<file path="src/rtl/exec_pkg.sv">
package exec_pkg;
  typedef enum logic [1:0] {OP_ADD, OP_SUB, OP_AND, OP_XOR} aluOpE;

  typedef struct packed {
    logic zero;
    logic sign;
    logic ovf;
  } ccT;

  typedef struct packed {
    aluOpE op;
    logic  arith;
    logic  load;
  } strobeT;

  localparam ccT CC_RESET = '{zero: 1'b1, sign: 1'b0, ovf: 1'b0};
endpackage

</file>
<file path="src/rtl/exec_ctrl.sv">
module exec_ctrl
  import exec_pkg::*;
#(
  parameter int FUN_W = 4,
  parameter int JMP_W = 4
) (
  input  logic             clk,
  input  logic             rstN,
  input  logic [FUN_W-1:0] aluFun,
  input  logic             setCc,
  input  logic [JMP_W-1:0] jmpFun,
  input  ccT               ccQ,
  output strobeT           strb,
  output logic             brTaken
);
  logic lessThan;

  always_comb begin
    unique case (aluFun)
      FUN_W'(1): strb.op = OP_SUB;
      FUN_W'(2): strb.op = OP_AND;
      FUN_W'(3): strb.op = OP_XOR;
      default:   strb.op = OP_ADD;
    endcase
    strb.arith = (strb.op == OP_ADD) || (strb.op == OP_SUB);
    strb.load  = setCc;
  end

  assign lessThan = ccQ.sign ^ ccQ.ovf;

  always_comb begin
    unique case (jmpFun)
      JMP_W'(0): brTaken = 1'b1;
      JMP_W'(1): brTaken = lessThan | ccQ.zero;
      JMP_W'(2): brTaken = lessThan;
      JMP_W'(3): brTaken = ccQ.zero;
      JMP_W'(4): brTaken = !ccQ.zero;
      JMP_W'(5): brTaken = !lessThan;
      JMP_W'(6): brTaken = !lessThan && !ccQ.zero;
      default:   brTaken = 1'b0;
    endcase
  end

  p_always_r9: assert property (@(posedge clk) disable iff (!rstN)
    (jmpFun == JMP_W'(0)) |-> brTaken);
  p_ne_eq_r9: assert property (@(posedge clk) disable iff (!rstN)
    (jmpFun == JMP_W'(4)) |-> (brTaken != ccQ.zero));
  p_unused_r9: assert property (@(posedge clk) disable iff (!rstN)
    (jmpFun > JMP_W'(6)) |-> !brTaken);
endmodule

</file>
<file path="src/rtl/exec_dp.sv">
module exec_dp
  import exec_pkg::*;
#(
  parameter int DATA_W = 32
) (
  input  logic              clk,
  input  logic              rstN,
  input  logic [DATA_W-1:0] opA,
  input  logic [DATA_W-1:0] opB,
  input  strobeT            strb,
  output logic [DATA_W-1:0] result,
  output ccT                ccQ
);
  localparam int MSB = DATA_W - 1;

  logic [DATA_W-1:0] addend;
  logic [DATA_W-1:0] sum;
  logic              sumOvf;
  ccT                ccNext;

  // One adder serves both add and subtract: B + ~A + 1 for subtract.
  assign addend = (strb.op == OP_SUB) ? ~opA : opA;
  assign sum    = opB + addend + DATA_W'(strb.op == OP_SUB);
  assign sumOvf = (opB[MSB] == addend[MSB]) && (sum[MSB] != opB[MSB]);

  always_comb begin
    unique case (strb.op)
      OP_AND:  result = opB & opA;
      OP_XOR:  result = opB ^ opA;
      default: result = sum;
    endcase
    ccNext.zero = (result == '0);
    ccNext.sign = result[MSB];
    ccNext.ovf  = strb.arith && sumOvf;
  end

  always_ff @(posedge clk or negedge rstN) begin
    if (!rstN)          ccQ <= CC_RESET;
    else if (strb.load) ccQ <= ccNext;
  end

  p_hold_r5: assert property (@(posedge clk) disable iff (!rstN)
    !strb.load |=> $stable(ccQ));
  p_zero_sign_r6: assert property (@(posedge clk) disable iff (!rstN)
    strb.load |=> (ccQ.zero == ($past(result) == '0)) && (ccQ.sign == $past(result[MSB])));
  p_no_overflow_r7: assert property (@(posedge clk) disable iff (!rstN)
    (strb.load && !strb.arith) |=> !ccQ.ovf);
  p_reset_r8: assert property (@(posedge clk)
    $rose(rstN) |-> (ccQ == CC_RESET));
endmodule

</file>
<file path="src/rtl/exec_unit.sv">
module exec_unit
  import exec_pkg::*;
#(
  parameter int DATA_W = 32,
  parameter int FUN_W  = 4,
  parameter int JMP_W  = 4
) (
  input  logic              clk,
  input  logic              rstN,
  input  logic [DATA_W-1:0] opA,
  input  logic [DATA_W-1:0] opB,
  input  logic [FUN_W-1:0]  aluFun,
  input  logic              setCc,
  input  logic [JMP_W-1:0]  jmpFun,
  output logic [DATA_W-1:0] result,
  output logic              flagZero,
  output logic              flagSign,
  output logic              flagOvf,
  output logic              brTaken
);
  strobeT strb;
  ccT     ccQ;

  exec_ctrl #(.FUN_W(FUN_W), .JMP_W(JMP_W)) u_ctrl (
    .clk(clk), .rstN(rstN), .aluFun(aluFun), .setCc(setCc),
    .jmpFun(jmpFun), .ccQ(ccQ), .strb(strb), .brTaken(brTaken)
  );

  exec_dp #(.DATA_W(DATA_W)) u_dp (
    .clk(clk), .rstN(rstN), .opA(opA), .opB(opB), .strb(strb),
    .result(result), .ccQ(ccQ)
  );

  assign flagZero = ccQ.zero;
  assign flagSign = ccQ.sign;
  assign flagOvf  = ccQ.ovf;
endmodule

</file>
<file path="config.mk">
export PLATFORM = sky130hd
export DESIGN_NAME = exec_unit
export DESIGN_NICKNAME = d
export VERILOG_FILES = /design/src/rtl/exec_pkg.sv /design/src/rtl/exec_ctrl.sv /design/src/rtl/exec_dp.sv /design/src/rtl/exec_unit.sv
export SDC_FILE = /design/constraint.sdc
export NUM_CORES = 1
export LEC_CHECK = 0
export BUFFER_PORTS_ARGS = -buffer_cell sky130_fd_sc_hd__buf_2
export CAP_MARGIN = 20
export CORE_MARGIN = 1
export CORE_UTILIZATION = 50
export CTS_CLUSTER_DIAMETER = 150
export DETAILED_ROUTE_END_ITERATION = 16
export PLACE_DENSITY = 0.79
export SKIP_LAST_GASP = 1
export SLEW_MARGIN = 20
export SYNTH_ARGS = -nofsm -noshare
export SYNTH_HDL_FRONTEND = slang
export SYNTH_SLANG_ARGS = --single-unit
export TNS_END_PERCENT = 5
</file>
<file path="constraint.sdc">
create_clock -name clk -period 12.5 [get_ports clk]
set_clock_uncertainty 0.1 [all_clocks]
set_input_delay 1.875 -clock clk [delete_from_list [all_inputs] [get_ports clk]]
set_output_delay 1.875 -clock clk [all_outputs]
set_load 0.02 [all_outputs]
</file>
==> metrics <==
outcome finished, final reports clean; clock group share of total power 0.091; worst rel slew slack 0.582; Reg with most FFs u_dp.ccQ; post-synthesis cell area approximately 3700 um^2; H-tree depth 1; distinct cell type count after synthesis 73; max_cap viols 0; switching power of the nets roughly 0.00018 W; net switching fraction of the power 0.556; total wire length around 11000 um; starting utilization of the core area 0.514; critical path buffer and inverter count 5; maximum clock insertion buffer count 2; count of flip-flops with a built-in enable after synthesis 0; Max Freq 0.123 GHz; final critical-path share of the clock period 0.649; site row count 31; cells taking the most area after synthesis sky130_fd_sc_hd__ha_1 (22%), sky130_fd_sc_hd__xor2_1 (8.7%), sky130_fd_sc_hd__mux2i_1 (5.7%); post-synthesis register bit count 3; number of flip-flops in the largest register 3; worst hold path type reg -> reg; Largest regs u_dp.ccQ x3; number of gates resized after cts 0; post-layout minimum cycle time 8.11 ns; share of the synthesized area in the top cell type 0.223; cell area after placement between 4000 and 5000 um^2; average wire per cell in the routed design 15.5 um; Post-Route Setup TNS 0 ns; number of vias after detailed routing around 4200; CP Data Arrival Time just over 6 ns; clock tree root buffer cell sky130_fd_sc_hd__clkbuf_8; actual slew at the worst max-slew pin around 0.63 ns; Final Core Density 0.605; GPL Wtd Cong between 0.9 and 1; number of nets at the end of the flow between 700 and 800; residual antenna-violating net count after detailed routing 0; setup repair after global routing missed its margin no; core region area 7210 um^2; primary flip-flop cell chosen by synthesis mapping sky130_fd_sc_hd__dfrtp_1; cell area after layout roughly 4400 um^2; die area between 7000 and 8000 um^2; HPWL Detailed approximately 8500 um; Max Transition Viols Final 0; hold buffer count at cts 0; post-route DRC violation count 0; final setup fails 0; required arrival time at the worst endpoint roughly 11 ns; average cell area after synthesis 7.49 um^2; startpoint of the worst register-to-register path u_dp.ccQ[2]; IO Pins around 110; CTS clk-pin slew, worst paths approximately 0.030 ns; Clock Latency Late Sink between 0.2 and 0.25 ns; cells after synthesis between 400 and 500; Die H between 80 and 90 um; worst hold slack after final layout 0.447 ns; register share of total power 0.038; share of synthesized flip-flops with an asynchronous set or reset 1.00; post-CTS setup repair buffer count 0; sequential area share after synthesis 0.0206; internal cell power about 0.00014 W; delay of the slowest cell on the worst path roughly 0.53 ns; global-route wire length before repair roughly 17000 um; Net Count, Synth approximately 640; cell count after placement approximately 700; final antenna diode count 0; antenna violations before repair 0; DR pass1 iterations 4; endpoint kind of the worst setup timing path primary output; kind of critical path in -> out; category of the worst setup path launch point input port; x dimension of the die 88.1 um; post-detailed-route via-to-cell ratio 6.09; Critical-path top delay cell sky130_fd_sc_hd__buf_4; Remaining Overflow, GRT 0; vias in the first global route 3884; start point of the worst min-delay path u_dp.ccQ[2]; Worst Path Max Fanout 49; worst supply voltage drop on vdd approximately 36 uV; CTS tree yes; fraction of layout cells with a size suffix above 1 0.236; maximum number of pins on one net before global-route repair between 50 and 60; number of synthesis warnings 0; sinks on the clock net 3; category of cells accounting for the largest share of critical-path delay buffers and inverters; cell-by-cell listing of the critical path buf_2 -> buf_4 -> nor4b_2 -> buf_4 -> xor2_1 -> ha_1 -> nand4_1 -> or3b_1 -> o2111ai_4 -> a22oi_2 -> a21oi_2 -> nor2_1 -> o211a_1 -> a311oi_1 -> inv_1 -> buf_2; combinational share of power 0.871; biggest area consumer among synthesized cells sky130_fd_sc_hd__ha_1; count of placed standard cells in the final layout, fillers left out between 600 and 700; number of buffers inserted during clock tree synthesis 3; P per Cell Area roughly 73 nW/um^2; Iteration-0 DRC Markers ~200; # port buffers between 100 and 150; growth of design area from synthesis to finish 17.7%; Leakage Power approximately 2.1 nW; Critical Path Start aluFun[0]; Final Hold Vio Count 0; Tot GR Track Use 0.271
## layer usage
metal  track usage  vias up  part of all wire  routed length (um)
li1              -     2076                 -                   -
met1         0.372     1915              0.45                4800
met2         0.467      179              0.46                4890
met3        0.0189       18             0.074                 786
met4        0.0528        0             0.017                 179
met5             0        -                 0                   0
## layout make-up
| type | instances | area, um^2 |
|---|---|---|
| Inverter | 14 | 52.6 |
| Fill cell | 693 | 2850 |
| Tap cell | 99 | 124 |
| Clock buffer | 4 | 45.0 |
| Multi-Input combinational cell | 454 | 3490 |
| Timing Repair Buffer | 114 | 581 |
| Sequential cell | 3 | 76.3 |
## power groups by stage
stage / Clock (W) / Combinational, W / Sequential (W)
floorplan: 0 / 0.000194 / 0.0000132
global placement: 0 / 0.000267 / 0.0000119
detailed placement: 0 / 0.000273 / 0.0000121
CTS: 0.0000291 / 0.000274 / 0.0000120
global route: 0.0000304 / 0.000305 / 0.0000121
finish: 0.0000291 / 0.000277 / 0.0000121
## cell usage in the layout (no fill, tap or decap), types with 3 or more instances in the layout
cell                       instances
sky130_fd_sc_hd__clkbuf_8          3
sky130_fd_sc_hd__mux2_2            5
sky130_fd_sc_hd__o21bai_1          3
sky130_fd_sc_hd__nand4_1           8
sky130_fd_sc_hd__o41ai_1           3
sky130_fd_sc_hd__and3_1            7
sky130_fd_sc_hd__buf_4             4
sky130_fd_sc_hd__and2_1            4
sky130_fd_sc_hd__nor3_1           15
sky130_fd_sc_hd__nor4_1            7
sky130_fd_sc_hd__nor2_1           29
sky130_fd_sc_hd__buf_2           110
sky130_fd_sc_hd__ha_1             66
sky130_fd_sc_hd__a21oi_1          32
sky130_fd_sc_hd__xnor2_1          11
sky130_fd_sc_hd__o22ai_1           5
sky130_fd_sc_hd__o211ai_1          9
sky130_fd_sc_hd__inv_1            14
sky130_fd_sc_hd__nor2b_1          10
sky130_fd_sc_hd__nand2_1          34
sky130_fd_sc_hd__or3_1             6
sky130_fd_sc_hd__nand2b_1          7
sky130_fd_sc_hd__xor2_1           37
sky130_fd_sc_hd__a31oi_1           8
sky130_fd_sc_hd__a211oi_1         17
sky130_fd_sc_hd__a21o_1           15
sky130_fd_sc_hd__mux2i_1          21
sky130_fd_sc_hd__o21ai_1           4
sky130_fd_sc_hd__nand3_1           8
sky130_fd_sc_hd__a31o_1            4
sky130_fd_sc_hd__o21ai_0          29
## synth_stat cells (all sizes together) (7+ instances only)
library cell	count
xor2	37
xnor2	11
nor2b	10
o21ai	33
a31oi	8
ha	66
a21oi	34
a211oi	17
nor3	15
mux2i	21
nand4	8
nand2	34
nor4	8
clkbuf	12
nor2	29
buf	12
inv	14
nand2b	8
and3	7
nand3	8
a21o	16
o211ai	10
## tightest hold or removal path, stage by stage (launching register included)
cell	delay [ns]
sky130_fd_sc_hd__dfstp_2	0.37
sky130_fd_sc_hd__inv_1	0.08
sky130_fd_sc_hd__o22ai_2	0.08
## worst paths after layout
kind	endpoint	slack [ns]	cells past startpoint
setup / recovery	result[31]	4.39	16
hold reg to reg	u_dp.ccQ[2]	0.45	2
hold / removal	u_dp.ccQ[2]	0.45	2
min in group asynchronous	u_dp.ccQ[1]	1.35	1
setup reg to reg	u_dp.ccQ[2]	11.57	2
max in group asynchronous	u_dp.ccQ[2]	10.74	1
## metrics by stage
stage	setup WS [ns]	power [W]
after global routing	4.11	0.000348
after global placement	4.57	0.000279
final	4.39	0.000318
after floorplan	5.34	0.000207
after CTS	4.43	0.000316
after detailed placement	4.44	0.000285
## logic make-up (layout without fill, tap and decap cells)
| logic type | Yosys count | in the layout | synth area share |
|---|---|---|---|
| flip-flops | 3 | 3 | 0.0206 |
| AND/OR/NAND/NOR | 155 | 155 | 0.228 |
| AO/OA/AOI/OAI | 158 | 158 | 0.296 |
| multiplexers | 26 | 26 | 0.0718 |
| buffers and inverters | 38 | 132 | 0.0418 |
| XOR/XNOR | 48 | 48 | 0.113 |
| adder cells (fa/ha/maj) | 67 | 67 | 0.228 |
Note: power is estimated with default switching activity, not from simulation.
